### src/rtl/dma_csr_pkg.sv
package dma_csr_pkg;

  // Byte offsets inside the channel window
  localparam logic [7:0] OFF_CS  = 8'h00;
  localparam logic [7:0] OFF_CBA = 8'h04;
  localparam logic [7:0] OFF_DBG = 8'h20;
  localparam int unsigned DESC_FIRST_SLOT = 2; // word slot of offset 0x08

  // Status word bit positions
  localparam int unsigned BIT_ACTIVE = 0;
  localparam int unsigned BIT_END    = 1;
  localparam int unsigned BIT_INT    = 2;
  localparam int unsigned BIT_PAUSED = 4;
  localparam int unsigned BIT_RESET  = 31;

  // Strobes passed from the control half to the datapath half
  typedef struct packed {
    logic wrCbAddr;
    logic wrDebug;
    logic chanRst;
    logic rdEn;
  } csrStrobe_t;

endpackage

### src/rtl/dma_csr_ctrl.sv
module dma_csr_ctrl
  import dma_csr_pkg::*;
#(
  parameter int unsigned DATA_W = 32,
  parameter logic [DATA_W-1:0] RW_MASK = 32'h30FF_0001
) (
  input  logic              clk,
  input  logic              rstN,
  input  logic              busValid,
  input  logic              busWrite,
  input  logic [7:0]        busAddr,
  input  logic [DATA_W-1:0] busWdata,
  input  logic              engDone,
  input  logic              engStop,
  input  logic              infoIntEn,
  output csrStrobe_t        strobe,
  output logic [DATA_W-1:0] csVal,
  output logic              engStart,
  output logic              engReset,
  output logic              intClr,
  output logic              irq
);

  logic [DATA_W-1:0] csQ, csN;
  logic wrCs;
  logic startN, intClrN;

  // Address decode into strobes
  always_comb begin
    wrCs            = busValid && busWrite && (busAddr == OFF_CS);
    strobe.wrCbAddr = busValid && busWrite && (busAddr == OFF_CBA);
    strobe.wrDebug  = busValid && busWrite && (busAddr == OFF_DBG);
    strobe.chanRst  = wrCs && busWdata[BIT_RESET];
    strobe.rdEn     = busValid && !busWrite;
  end

  // Next status word: reset, then write-one-clears, then masked replace,
  // then engine set events which override anything the host wrote.
  always_comb begin
    csN    = csQ;
    startN = 1'b0;
    if (wrCs) begin
      if (busWdata[BIT_RESET]) csN = '0;
      if (busWdata[BIT_END])   csN[BIT_END] = 1'b0;
      if (busWdata[BIT_INT])   csN[BIT_INT] = 1'b0;
      csN = (csN & ~RW_MASK) | (busWdata & RW_MASK);
      startN = !csQ[BIT_ACTIVE] && busWdata[BIT_ACTIVE] && !engStop;
      if (startN) csN[BIT_PAUSED] = 1'b0;
    end
    if (engDone) begin
      csN[BIT_END] = 1'b1;
      if (infoIntEn) csN[BIT_INT] = 1'b1;
    end
    if (engStop) begin
      csN[BIT_ACTIVE] = 1'b0;
      csN[BIT_PAUSED] = 1'b1;
    end
    intClrN = wrCs && (busWdata[BIT_INT] || busWdata[BIT_RESET]) && !csN[BIT_INT];
  end

  always_ff @(posedge clk) begin
    if (!rstN) begin
      csQ      <= '0;
      engStart <= 1'b0;
      engReset <= 1'b0;
      intClr   <= 1'b0;
    end else begin
      csQ      <= csN;
      engStart <= startN;
      engReset <= strobe.chanRst;
      intClr   <= intClrN;
    end
  end

  assign csVal = csQ;
  assign irq   = csQ[BIT_INT];

endmodule

### src/rtl/dma_csr_dpath.sv
module dma_csr_dpath
  import dma_csr_pkg::*;
#(
  parameter int unsigned DATA_W   = 32,
  parameter int unsigned NUM_DESC = 6,
  parameter int unsigned SEL_W    = $clog2(NUM_DESC)
) (
  input  logic              clk,
  input  logic              rstN,
  input  csrStrobe_t        strobe,
  input  logic [7:0]        busAddr,
  input  logic [DATA_W-1:0] busWdata,
  input  logic              engLoad,
  input  logic [SEL_W-1:0]  engLoadSel,
  input  logic [DATA_W-1:0] engLoadData,
  input  logic              engDone,
  input  logic [DATA_W-1:0] csVal,
  output logic [DATA_W-1:0] busRdata,
  output logic [DATA_W-1:0] startAddr,
  output logic              infoIntEn
);

  localparam int unsigned NEXT_IDX  = NUM_DESC - 1;
  localparam int unsigned SLOT_LAST = DESC_FIRST_SLOT + NUM_DESC - 1;

  logic [DATA_W-1:0] descQ [NUM_DESC];
  logic [DATA_W-1:0] cbAddrQ;
  logic [DATA_W-1:0] debugQ;
  logic [5:0]        slot;
  logic              descHit;

  // Descriptor slots: an engine load wins over a channel reset
  for (genvar g = 0; g < NUM_DESC; g++) begin : gDesc
    always_ff @(posedge clk) begin
      if (!rstN) begin
        descQ[g] <= '0;
      end else if (engLoad && (engLoadSel == SEL_W'(g))) begin
        descQ[g] <= engLoadData;
      end else if (strobe.chanRst) begin
        descQ[g] <= '0;
      end
    end
  end

  // Control-block address: chaining from the engine wins
  always_ff @(posedge clk) begin
    if (!rstN) begin
      cbAddrQ <= '0;
    end else if (engDone) begin
      cbAddrQ <= descQ[NEXT_IDX];
    end else if (strobe.chanRst) begin
      cbAddrQ <= '0;
    end else if (strobe.wrCbAddr) begin
      cbAddrQ <= busWdata;
    end
  end

  always_ff @(posedge clk) begin
    if (!rstN) begin
      debugQ <= '0;
    end else if (strobe.chanRst) begin
      debugQ <= '0;
    end else if (strobe.wrDebug) begin
      debugQ <= busWdata;
    end
  end

  // Read mux
  always_comb begin
    slot    = busAddr[7:2];
    descHit = (busAddr[1:0] == 2'b00) &&
              (slot >= 6'(DESC_FIRST_SLOT)) && (slot <= 6'(SLOT_LAST));
    busRdata = '0;
    if (strobe.rdEn) begin
      if (busAddr == OFF_CS) begin
        busRdata = csVal;
        busRdata[BIT_RESET] = 1'b0;
      end else if (busAddr == OFF_CBA) begin
        busRdata = cbAddrQ;
      end else if (busAddr == OFF_DBG) begin
        busRdata = debugQ;
      end else if (descHit) begin
        for (int k = 0; k < NUM_DESC; k++) begin
          if (slot == 6'(DESC_FIRST_SLOT + k)) busRdata = descQ[k];
        end
      end
    end
  end

  assign startAddr = cbAddrQ;
  assign infoIntEn = descQ[0][0];

endmodule

### src/rtl/dma_chan_csr.sv
module dma_chan_csr
  import dma_csr_pkg::*;
#(
  parameter int unsigned DATA_W   = 32,
  parameter int unsigned NUM_DESC = 6,
  parameter logic [DATA_W-1:0] RW_MASK = 32'h30FF_0001,
  localparam int unsigned SEL_W   = $clog2(NUM_DESC)
) (
  input  logic              clk,
  input  logic              rstN,
  input  logic              busValid,
  input  logic              busWrite,
  input  logic [7:0]        busAddr,
  input  logic [DATA_W-1:0] busWdata,
  output logic [DATA_W-1:0] busRdata,
  input  logic              engLoad,
  input  logic [SEL_W-1:0]  engLoadSel,
  input  logic [DATA_W-1:0] engLoadData,
  input  logic              engDone,
  input  logic              engStop,
  output logic              engStart,
  output logic              engReset,
  output logic [DATA_W-1:0] startAddr,
  output logic              irq,
  output logic              intClr
);

  csrStrobe_t        strobe;
  logic [DATA_W-1:0] csVal;
  logic              infoIntEn;

  dma_csr_ctrl #(.DATA_W(DATA_W), .RW_MASK(RW_MASK)) u_ctrl (
    .clk(clk), .rstN(rstN), .busValid(busValid), .busWrite(busWrite),
    .busAddr(busAddr), .busWdata(busWdata), .engDone(engDone),
    .engStop(engStop), .infoIntEn(infoIntEn), .strobe(strobe),
    .csVal(csVal), .engStart(engStart), .engReset(engReset),
    .intClr(intClr), .irq(irq)
  );

  dma_csr_dpath #(.DATA_W(DATA_W), .NUM_DESC(NUM_DESC)) u_dpath (
    .clk(clk), .rstN(rstN), .strobe(strobe), .busAddr(busAddr),
    .busWdata(busWdata), .engLoad(engLoad), .engLoadSel(engLoadSel),
    .engLoadData(engLoadData), .engDone(engDone), .csVal(csVal),
    .busRdata(busRdata), .startAddr(startAddr), .infoIntEn(infoIntEn)
  );

endmodule

### config.mk
export PLATFORM = sky130hd
export DESIGN_NAME = dma_chan_csr
export DESIGN_NICKNAME = d
export VERILOG_FILES = /design/src/rtl/dma_csr_pkg.sv /design/src/rtl/dma_csr_ctrl.sv /design/src/rtl/dma_csr_dpath.sv /design/src/rtl/dma_chan_csr.sv
export SDC_FILE = /design/constraint.sdc
export NUM_CORES = 1
export LEC_CHECK = 0
export ABC_AREA = 1
export BUFFER_PORTS_ARGS = -buffer_cell sky130_fd_sc_hd__buf_2
export CORE_ASPECT_RATIO = 0.6
export CORE_MARGIN = 2
export CORE_UTILIZATION = 35
export CTS_CLUSTER_DIAMETER = 60
export DETAILED_ROUTE_END_ITERATION = 16
export MAX_ROUTING_LAYER = met4
export PLACE_DENSITY_LB_ADDON = 0.3
export SYNTH_ARGS = -nofsm -noshare
export SYNTH_HDL_FRONTEND = slang
export SYNTH_SLANG_ARGS = --single-unit
### constraint.sdc
create_clock -name clk -period 11.6 [get_ports clk]
set_input_delay 2.32 -clock clk [delete_from_list [all_inputs] [get_ports clk]]
set_output_delay 2.32 -clock clk [all_outputs]
set_load 0.005 [all_outputs]
==> results.tsv, run 1 <==
metric	value	unit
outcome	finished clean	
start_kind	input pin	
vias_per_cell	5.12	
synth-seq-cells	273	
finalCritPeriodShare	58.8	%
clkSlewWorstSetupHoldPaths	60	ps
nets	1602	
nFillCells	3480	
slew_headroom	28.2	%
finalSetupViolCount	0	
placed_area	0.0134	mm2
clkLatencyLatePin	550	ps
post_drt_wl_per_cell	18.8	um
worst_slew_pin_slew	1080	ps
hold_viol	0	
synthCells	1408	
crit_slowest_cell	inv_1	
cap_violations	0	
fp.dieH	149	um
totalPowerFinal	2.07	mW
final_core_util	40.9	%
endpoint_kind	output pin	
portBuffers	149	
finalWirelength	37700	um
cts_tree	done	
path_cells	buf_2 > nor2_1 > inv_1 > nor3_4 > buf_4 > inv_1 > o21ai_0 > a21oi_1 > buf_2	
antenna_found_initial	1	
post_cts_buffers	0	
place_inst	1959	
syn_nets	1490	
die-area	0.0366	mm2
cellPowerDensity	146	mW/mm2
io_pins	150	
finalClockSkew	12.0	ps
root_buffer	clkbuf_16	
synthDistinctLibCells	29	
slew_viol_final	0	
htreeDepth	1	
drc	0	
crit_type	in -> out	
register_area	0.00739	mm2
grt_pass1_vias	10200	
min_path_type	reg -> reg	
final_cell_mix	nand2_1 (334), nor2_1 (310), edfxtp_1 (192), buf_2 (149), a21oi_1 (145)	
p_leak	6.05	nW
detail-route-antenna-nets	0	
final_cells	2008	
async_flop_share	0	%
cp_slowest_stage_delay	480	ps
totalNegativeSetupSlack	0	ps
rows	53	
fin_area	0.0142	mm2
rsz0062_at_grt	no	
synth_edf_count	192	
reg2reg_depth	2	
syn_area_per_cell	8.70	um2
postCtsHoldBufs	0	
die_w	246	um
final_common_cell	nand2_1	
drive_gt1_share	15.2	%
dr.pass1.iters	5	
numCtsBuffers	26	
grt_pass1_wl	58100	um
critPathMaxFanout	34	
yosysWarnings	0	
min_path_cells	2	
cts_resized	0	
crit_arrival	4510	ps
syn2layout_area_growth	16.1	%
gp_congestion	0.808	
drtIter0Drc	1044	
start_util	35.3	%
clk_path_buf_depth	3	
ys_seq_area_share	60.3	%
gr-usage-all-layers	21.2	%
peakVddDrop	0.0988	mV
fmax	146	MHz
post-dp-hpwl	24300	um
grt-ovfl-total	0	
via_count	10300	
cp.required	9280	ps
ys.flop_type	edfxtp_1	
coreArea	0.0347	mm2
grt_max_degree	65	
min_period	6830	ps
multi_input_area	0.00428	mm2
cts_sinks	273	
synth_area	0.0123	mm2
==> cell type report <==
cell class                 instances  area share, %
antenna                            1         0.0176
clock buffer                      33           4.83
clock inverter                    15          0.783
inverter                          79           2.08
multi-input combinational        973           30.1
sequential                       273           51.9
tap                              467           4.11
timing repair buffer             167           6.19
==> synth_stat cells, types with 2 or more instances <==
cell type / n / area share (%)
a21oi_1: 145 / 5.9
a22oi_1: 5 / 0.31
a31oi_1: 32 / 1.6
buf_2: 24 / 0.98
buf_6: 3 / 0.28
clkbuf_1: 56 / 1.7
dfxtp_1: 81 / 13
edfxtp_1: 192 / 47
inv_1: 76 / 2.3
inv_2: 3 / 0.092
nand2_1: 334 / 10
nand2_4: 3 / 0.28
nand3_1: 46 / 1.9
nand4_1: 6 / 0.31
nor2_1: 315 / 9.6
nor2_2: 5 / 0.26
nor3_1: 3 / 0.12
o21ai_0: 49 / 2.0
o21ai_1: 18 / 0.74
o21bai_1: 2 / 0.12
or2_2: 2 / 0.10
==> cells by family (layout without fill, tap and decap cells) <==
logic type | Yosys count | after routing | synth area share, %
simple gates | 720 | 720 | 23.5
other cells | 0 | 1 | 0
compound gates | 253 | 253 | 10.9
buf+inv | 162 | 294 | 5.39
flops | 273 | 273 | 60.3
==> sequential cells by signal, indices dropped and copies added (netlist names) <==
| signal | cells |
|---|---|
| u_ctrl.csVal | 14 |
| u_dpath.debugQ | 32 |
| u_ctrl.intClr | 1 |
| u_dpath.startAddr | 32 |
| u_ctrl.engReset | 1 |
| u_dpath.descQ | 192 |
| u_ctrl.engStart | 1 |
==> critical path: cells and delay by family <==
kind                   cells  cell delay, ps
and+or+nand+nor            2             440
AOI/OAI and AO/OA          2             440
buffers and inverters      5            1270
==> metal layers <==
| metal | GRT usage [%] | share of wire [%] | up-vias | wire length (um) |
|---|---|---|---|---|
| met4 | 4.48 | 1.7 | 0 | 642 |
| li1 | - | - | 4887 | - |
| met3 | 2.90 | 6.9 | 46 | 2580 |
| met1 | 28.0 | 44 | 4969 | 16600 |
| met2 | 35.2 | 47 | 383 | 17800 |
| met5 | - | 0 | - | 0 |
==> final timing paths <==
check / end / slack [ps] / from
worst min-delay path: u_dpath.debugQ[17]$_SDFFE_PP0P_ / 470 / u_dpath.debugQ[17]$_SDFFE_PP0P_
worst min register to register: u_dpath.debugQ[17]$_SDFFE_PP0P_ / 470 / u_dpath.debugQ[17]$_SDFFE_PP0P_
worst max register to register: u_ctrl.csVal[0]$_SDFFE_PP0P_ / 10690 / u_ctrl.csVal[0]$_SDFFE_PP0P_
worst max-delay path: busRdata[12] / 4770 / busAddr[1]
==> power by group <==
| part | switching, mW | internal [mW] |
|---|---|---|
| combinational | 0.0948 | 0.0360 |
| sequential | 0.0216 | 1.10 |
| clock | 0.377 | 0.444 |
| total | 0.494 | 1.58 |
==> per-stage QoR <==
step           hold WS [ps]  setup slack [ps]
5_1_grt                 484              4560
6_report                467              4770
3_5_place_dp            455              4790
2_1_floorplan           445              5820
3_3_place_gp            452              4820
4_1_cts                 466              4790
No activity file was read; power rests on OpenSTA's default activity.
==> run 2, diff against run 1 <==
==> constraint.sdc (replaced) <==
create_clock -name clk -period 6.91 [get_ports clk]
set_input_delay 1.382 -clock clk [delete_from_list [all_inputs] [get_ports clk]]
set_output_delay 1.382 -clock clk [all_outputs]
set_load 0.005 [all_outputs]
==> run 2 against run 1 <==
  * Non-clock buffer count fell by 3
  * Critical path depth rose by 4
  * Highest routed layer unchanged
  * Worst hold slack got worse by 3.3 ps
  * Routed wire length fell by 0.20%
  * Count of clock-buffer cells in the layout fell by 1
  * Largest power group unchanged
  * Worst setup slack got worse by 2900 ps
  * Flip-flop and latch count did not move
  * Final area rose by 0.15%
  * Combinational power rose by 67%
  * Clock skew fell by 5.3 ps
==> results.tsv, run 2 (synthesis gave the netlist of run 1 again) <==
metric	value	unit	change
cap_violations	0		unchanged
post_cts_buffers	0		unchanged
outcome	finished clean		
post_drt_wl_per_cell	18.7	um	about the same
wl_met2	17700	um	-0.49%
grt_pass1_vias	10100		-1.2%
wl_met1	16800	um	+0.64%
placed_area	0.0134	mm2	about the same
register_area	0.00739	mm2	unchanged
die-area	0.0366	mm2	unchanged
postCtsHoldBufs	0		unchanged
totalNegativeSetupSlack	0	ps	unchanged
critPathMaxFanout	31		-8.8%
finalClockSkew	6.64	ps	-5.31 ps
nFillCells	3507		+0.78%
path_cells	buf_2 > nor2_4 > nand2_1 > nor2_4 > inv_1 > nor2_1 > o21bai_1 > nand2_1 > nand2_1 > nand3_1 > nand2_1 > inv_1 > buf_2		
finalCritPeriodShare	72.6	%	
grt_pass1_wl	58100	um	about the same
root_buffer	clkbuf_16		
cts_resized	0		unchanged
min_period	5020	ps	
crit_type	in -> out		
r2r_slack	6040	ps	-4650 ps
portBuffers	149		unchanged
finalWirelength	37600	um	-0.20%
die_w	246	um	unchanged
clkSlewWorstSetupHoldPaths	70	ps	about the same
detail-route-antenna-nets	0		unchanged
post-dp-hpwl	24300	um	about the same
numCtsBuffers	26		unchanged
regMostFlops	u_dpath.descQ		
cellPowerDensity	248	mW/mm2	+70%
cts_sinks	273		unchanged
final_cell_mix	nand2_1 (334), nor2_1 (309), edfxtp_1 (192), buf_2 (149), a21oi_1 (145)		
drive_gt1_share	15.3	%	+0.095 points
start_kind	input pin		
p_leak	6.05	nW	about the same
slew_headroom	24.9	%	-3.2 points
cp_slowest_stage_delay	730	ps	+250 ps
final_core_util	41.0	%	+0.061 points
fmax	199	MHz	
wl_met3	2480	um	-4.0%
highest_layer	met4		
place_inst	1956		-0.15%
crit_arrival	3630	ps	-880 ps
coreArea	0.0347	mm2	unchanged
fin_area	0.0142	mm2	+0.15%
final_cells	2005		-0.15%
grt-ovfl-total	0		unchanged
grt_max_degree	65		unchanged
syn2layout_area_growth	16.3	%	
worst_slew_pin_slew	1130	ps	+48.6 ps
final_common_cell	nand2_1		
antenna_found_initial	0		-1
crit_slowest_cell	nor2_4		
nets	1599		-0.19%
clk_path_buf_depth	3		unchanged
via_count	10300		-0.0097%
start_util	35.3	%	unchanged
cp.required	5530	ps	-3750 ps
fp.dieH	149	um	unchanged
preCtsSetupSlack	1900	ps	-2890 ps
dr.pass1.iters	6		+1
hold-worst-slack	463	ps	-3.31 ps
timing.final.ws_setup	1890	ps	-2880 ps
totalPowerFinal	3.54	mW	+71%
crit_top_cell	nand2_1		
io_pins	150		unchanged
hold_viol	0		unchanged
gr-usage-all-layers	21.2	%	-0.032 points
min_path_type	reg -> reg		
gp_congestion	0.839		+3.9%
multi_input_area	0.00429	mm2	+0.29%
rsz0062_at_grt	no		
peakVddDrop	0.183	mV	+86%
vias_per_cell	5.13		+0.14%
endpoint_kind	output pin		
drc	0		unchanged
htreeDepth	1		unchanged
rows	53		unchanged
slew_viol_final	0		unchanged
clkLatencyLatePin	550	ps	about the same
finalSetupViolCount	0		unchanged
drtIter0Drc	1030		-1.3%
cts_tree	done		
largest_reg_flops	192		unchanged
-- run 2: worst paths after layout --
path	startpoint	end	cells after the start
max reg2reg	u_dpath.descQ[0][0]$_SDFFCE_PP0P_	u_ctrl.csVal[2]$_SDFF_PN0_	4
max	busAddr[7]	busRdata[23]	13
min	u_dpath.debugQ[29]$_SDFFE_PP0P_	u_dpath.debugQ[29]$_SDFFE_PP0P_	2
min reg2reg	u_dpath.debugQ[29]$_SDFFE_PP0P_	u_dpath.debugQ[29]$_SDFFE_PP0P_	2
-- run 2: cell type report --
| class | count | area share (%) |
|---|---|---|
| clock buffer | 32 | 4.87 |
| clock inverter | 16 | 0.948 |
| multi-input combinational | 973 | 30.1 |
| sequential | 273 | 51.8 |
| tap | 467 | 4.10 |
| timing repair buffer | 164 | 6.02 |
| inverter | 79 | 2.08 |
| antenna | 1 | 0.0176 |
-- run 2: worst max-delay path, delay by kind of cell --
family,cells,cell delay (ps)
AO/OA/AOI/OAI,1,130
buffers and inverters,4,460
AND/OR/NAND/NOR,8,1630
-- run 2: metal layers --
layer	GRT usage [%]	vias up
met5	-	-
met4	3.67	0
met3	2.97	52
met2	34.9	369
met1	28.3	4984
li1	-	4879
-- run 2: power breakdown --
part / internal, mW / switching (mW)
clock: 0.792 / 0.646
sequential: 1.84 / 0.0377
combinational: 0.0602 / 0.159
total: 2.69 / 0.842
==> run 3, diff against run 2 <==
==> constraint.sdc (replaced) <==
create_clock -name clk -period 5 [get_ports clk]
set_input_delay 1 -clock clk [delete_from_list [all_inputs] [get_ports clk]]
set_output_delay 1 -clock clk [all_outputs]
set_load 0.005 [all_outputs]
==> run 3 against run 2 <==
  * Clock skew decreased by 0.85 ps
  * Non-clock buffer count increased by 11
  * Combinational power increased by 39%
  * Critical path type unchanged
  * Power increased by 40%
==> results.tsv, run 3 (synthesis gave the netlist of run 1 again) <==
metric	value	unit	change
preCtsSetupSlack	705	ps	-1200 ps
cap_violations	0		unchanged
cts_tree	done		
totalPowerFinal	4.93	mW	+40%
vias_per_cell	5.16		+0.61%
grtUsageMet3	3.22	%	+0.25 points
syn2layout_area_growth	17.3	%	
post_drt_wl_per_cell	18.6	um	-0.51%
cts_resized	0		unchanged
rsz0062_at_grt	no		
gr-usage-all-layers	21.0	%	-0.21 points
timing.final.ws_setup	731	ps	-1160 ps
die_w	246	um	unchanged
fp.dieH	149	um	unchanged
cellPowerDensity	343	mW/mm2	+38%
peakVddDrop	0.235	mV	+28%
slew_viol_final	0		unchanged
via_count	10400		+1.1%
cts_sinks	273		unchanged
rr_startpoint	u_ctrl.csVal[0]$_SDFFE_PP0P_		
io_pins	150		unchanged
largest_reg_flops	192		unchanged
p_leak	6.13	nW	+1.3%
drc	0		unchanged
place_inst	1967		+0.56%
rows	53		unchanged
crit_arrival	3270	ps	-360 ps
detail-route-antenna-nets	0		unchanged
use_met1	28.6	%	+0.24 points
p_comb_share	6.2	%	about the same
worst_slew_pin_slew	1050	ps	-74.2 ps
root_buffer	clkbuf_16		
endpoint_kind	output pin		
finalClockSkew	5.79	ps	-0.851 ps
grt_use_met2	33.2	%	-1.7 points
crit_type	in -> out		
final_cells	2015		+0.50%
post_cts_buffers	0		unchanged
regMostFlops	u_dpath.descQ		
min_path_type	reg -> reg		
cp_slowest_stage_delay	630	ps	-100 ps
start_kind	input pin		
p_int	3.79	mW	+41%
gp_congestion	0.814		-3.0%
p_switching	1.15	mW	+36%
crit_slowest_cell	nor3_4		
post-dp-hpwl	24800	um	+1.9%
numCtsBuffers	26		unchanged
fmax	234	MHz	
final_common_cell	nand2_1		
start_util	35.3	%	unchanged
multi_input_area	0.00426	mm2	-0.64%
totalNegativeSetupSlack	0	ps	unchanged
clkSlewWorstSetupHoldPaths	70	ps	about the same
power_frac_seq	52.6	%	-0.6 points
hold_viol	0		unchanged
die-area	0.0366	mm2	unchanged
outcome	finished clean		
clkLatencyLatePin	540	ps	about the same
coreArea	0.0347	mm2	unchanged
htreeDepth	1		unchanged
register_area	0.00739	mm2	unchanged
postCtsHoldBufs	0		unchanged
slew_headroom	29.6	%	+4.7 points
antenna_found_initial	0		unchanged
finalCritPeriodShare	85.4	%	
p_sw_share	23.2	%	-0.58 points
dr.pass1.iters	5		-1
hold_start	u_dpath.debugQ[16]$_SDFFE_PP0P_		
drtIter0Drc	1014		-1.6%
critPathMaxFanout	18		-42%
nets	1610		+0.69%
clk_path_buf_depth	3		unchanged
final_cell_mix	nand2_1 (334), nor2_1 (310), edfxtp_1 (192), buf_2 (149), a21oi_1 (145)		
grt_pass1_vias	9857		-2.2%
drive_gt1_share	15.8	%	+0.47 points
min_period	4270	ps	
cp.required	4000	ps	-1530 ps
finalSetupViolCount	0		unchanged
grt_max_degree	65		unchanged
p_clk_share	41.2	%	+0.6 points
top_usage_layer	met2		
cp-startpoint	busAddr[1]		
grt_pass1_wl	57400	um	-1.2%
grt-ovfl-total	0		unchanged
finalWirelength	37600	um	about the same
num_antenna_cells	0		-1
nFillCells	3478		-0.83%
path_cells	buf_2 > nor2_1 > inv_1 > nor3_4 > inv_1 > o21ai_0 > a21oi_1 > buf_2		
portBuffers	149		unchanged
-- run 3: cell types whose count changed in the layout (fill, tap and decap cells not counted), moves of 2 or more --
cell / previous run / this run
buf_12: 0 / 3
buf_4: 15 / 23
clkbuf_1: 5 / 7
clkbuf_8: 0 / 4
clkinv_2: 8 / 4
clkinvlp_4: 2 / 0
nor2_2: 6 / 10
nor2_4: 6 / 1
-- run 3: worst paths after layout --
kind,slack [ps],depth (start not counted),endpoint
min,470,2,u_dpath.debugQ[16]$_SDFFE_PP0P_
max reg2reg,4140,2,u_ctrl.csVal[0]$_SDFFE_PP0P_
min reg2reg,470,2,u_dpath.debugQ[16]$_SDFFE_PP0P_
max,730,8,busRdata[14]
-- run 3: through the flow --
stage	area (um2)	hold WS [ps]	util (%)
2_1_floorplan	12300	445	-
3_3_place_gp	13500	452	38.9
3_5_place_dp	13500	456	38.9
4_1_cts	14400	466	41.4
5_1_grt	14400	478	41.4
6_report	14400	468	41.4
-- run 3: worst max-delay path, delay by kind of cell --
kind,cells,cell delay [ps]
compound gates,2,420
buf+inv,4,960
simple gates,2,870
-- run 3: area by class of cell --
class                      count  share of cell area, %
tap                          467                   4.07
inverter                      79                   2.06
timing repair buffer         175                   6.81
clock buffer                  38                   5.27
multi-input combinational    973                   29.7
sequential                   273                   51.4
clock inverter                10                  0.705
-- run 3: metal layers --
metal / up-vias / share of wire, %
li1: 4901 / -
met1: 5052 / 44
met2: 397 / 47
met3: 48 / 7.3
met4: 0 / 2.0
met5: - / 0
-- run 3: power by group through the flow --
stage / Sequential [mW] / Combinational, mW / Clock [mW]
after floorplan: 2.64 / 0.156 / 0
after global placement: 2.64 / 0.302 / 0
after detailed placement: 2.64 / 0.305 / 0
after CTS: 2.60 / 0.306 / 2.05
after global routing: 2.61 / 0.336 / 2.15
final: 2.60 / 0.304 / 2.03
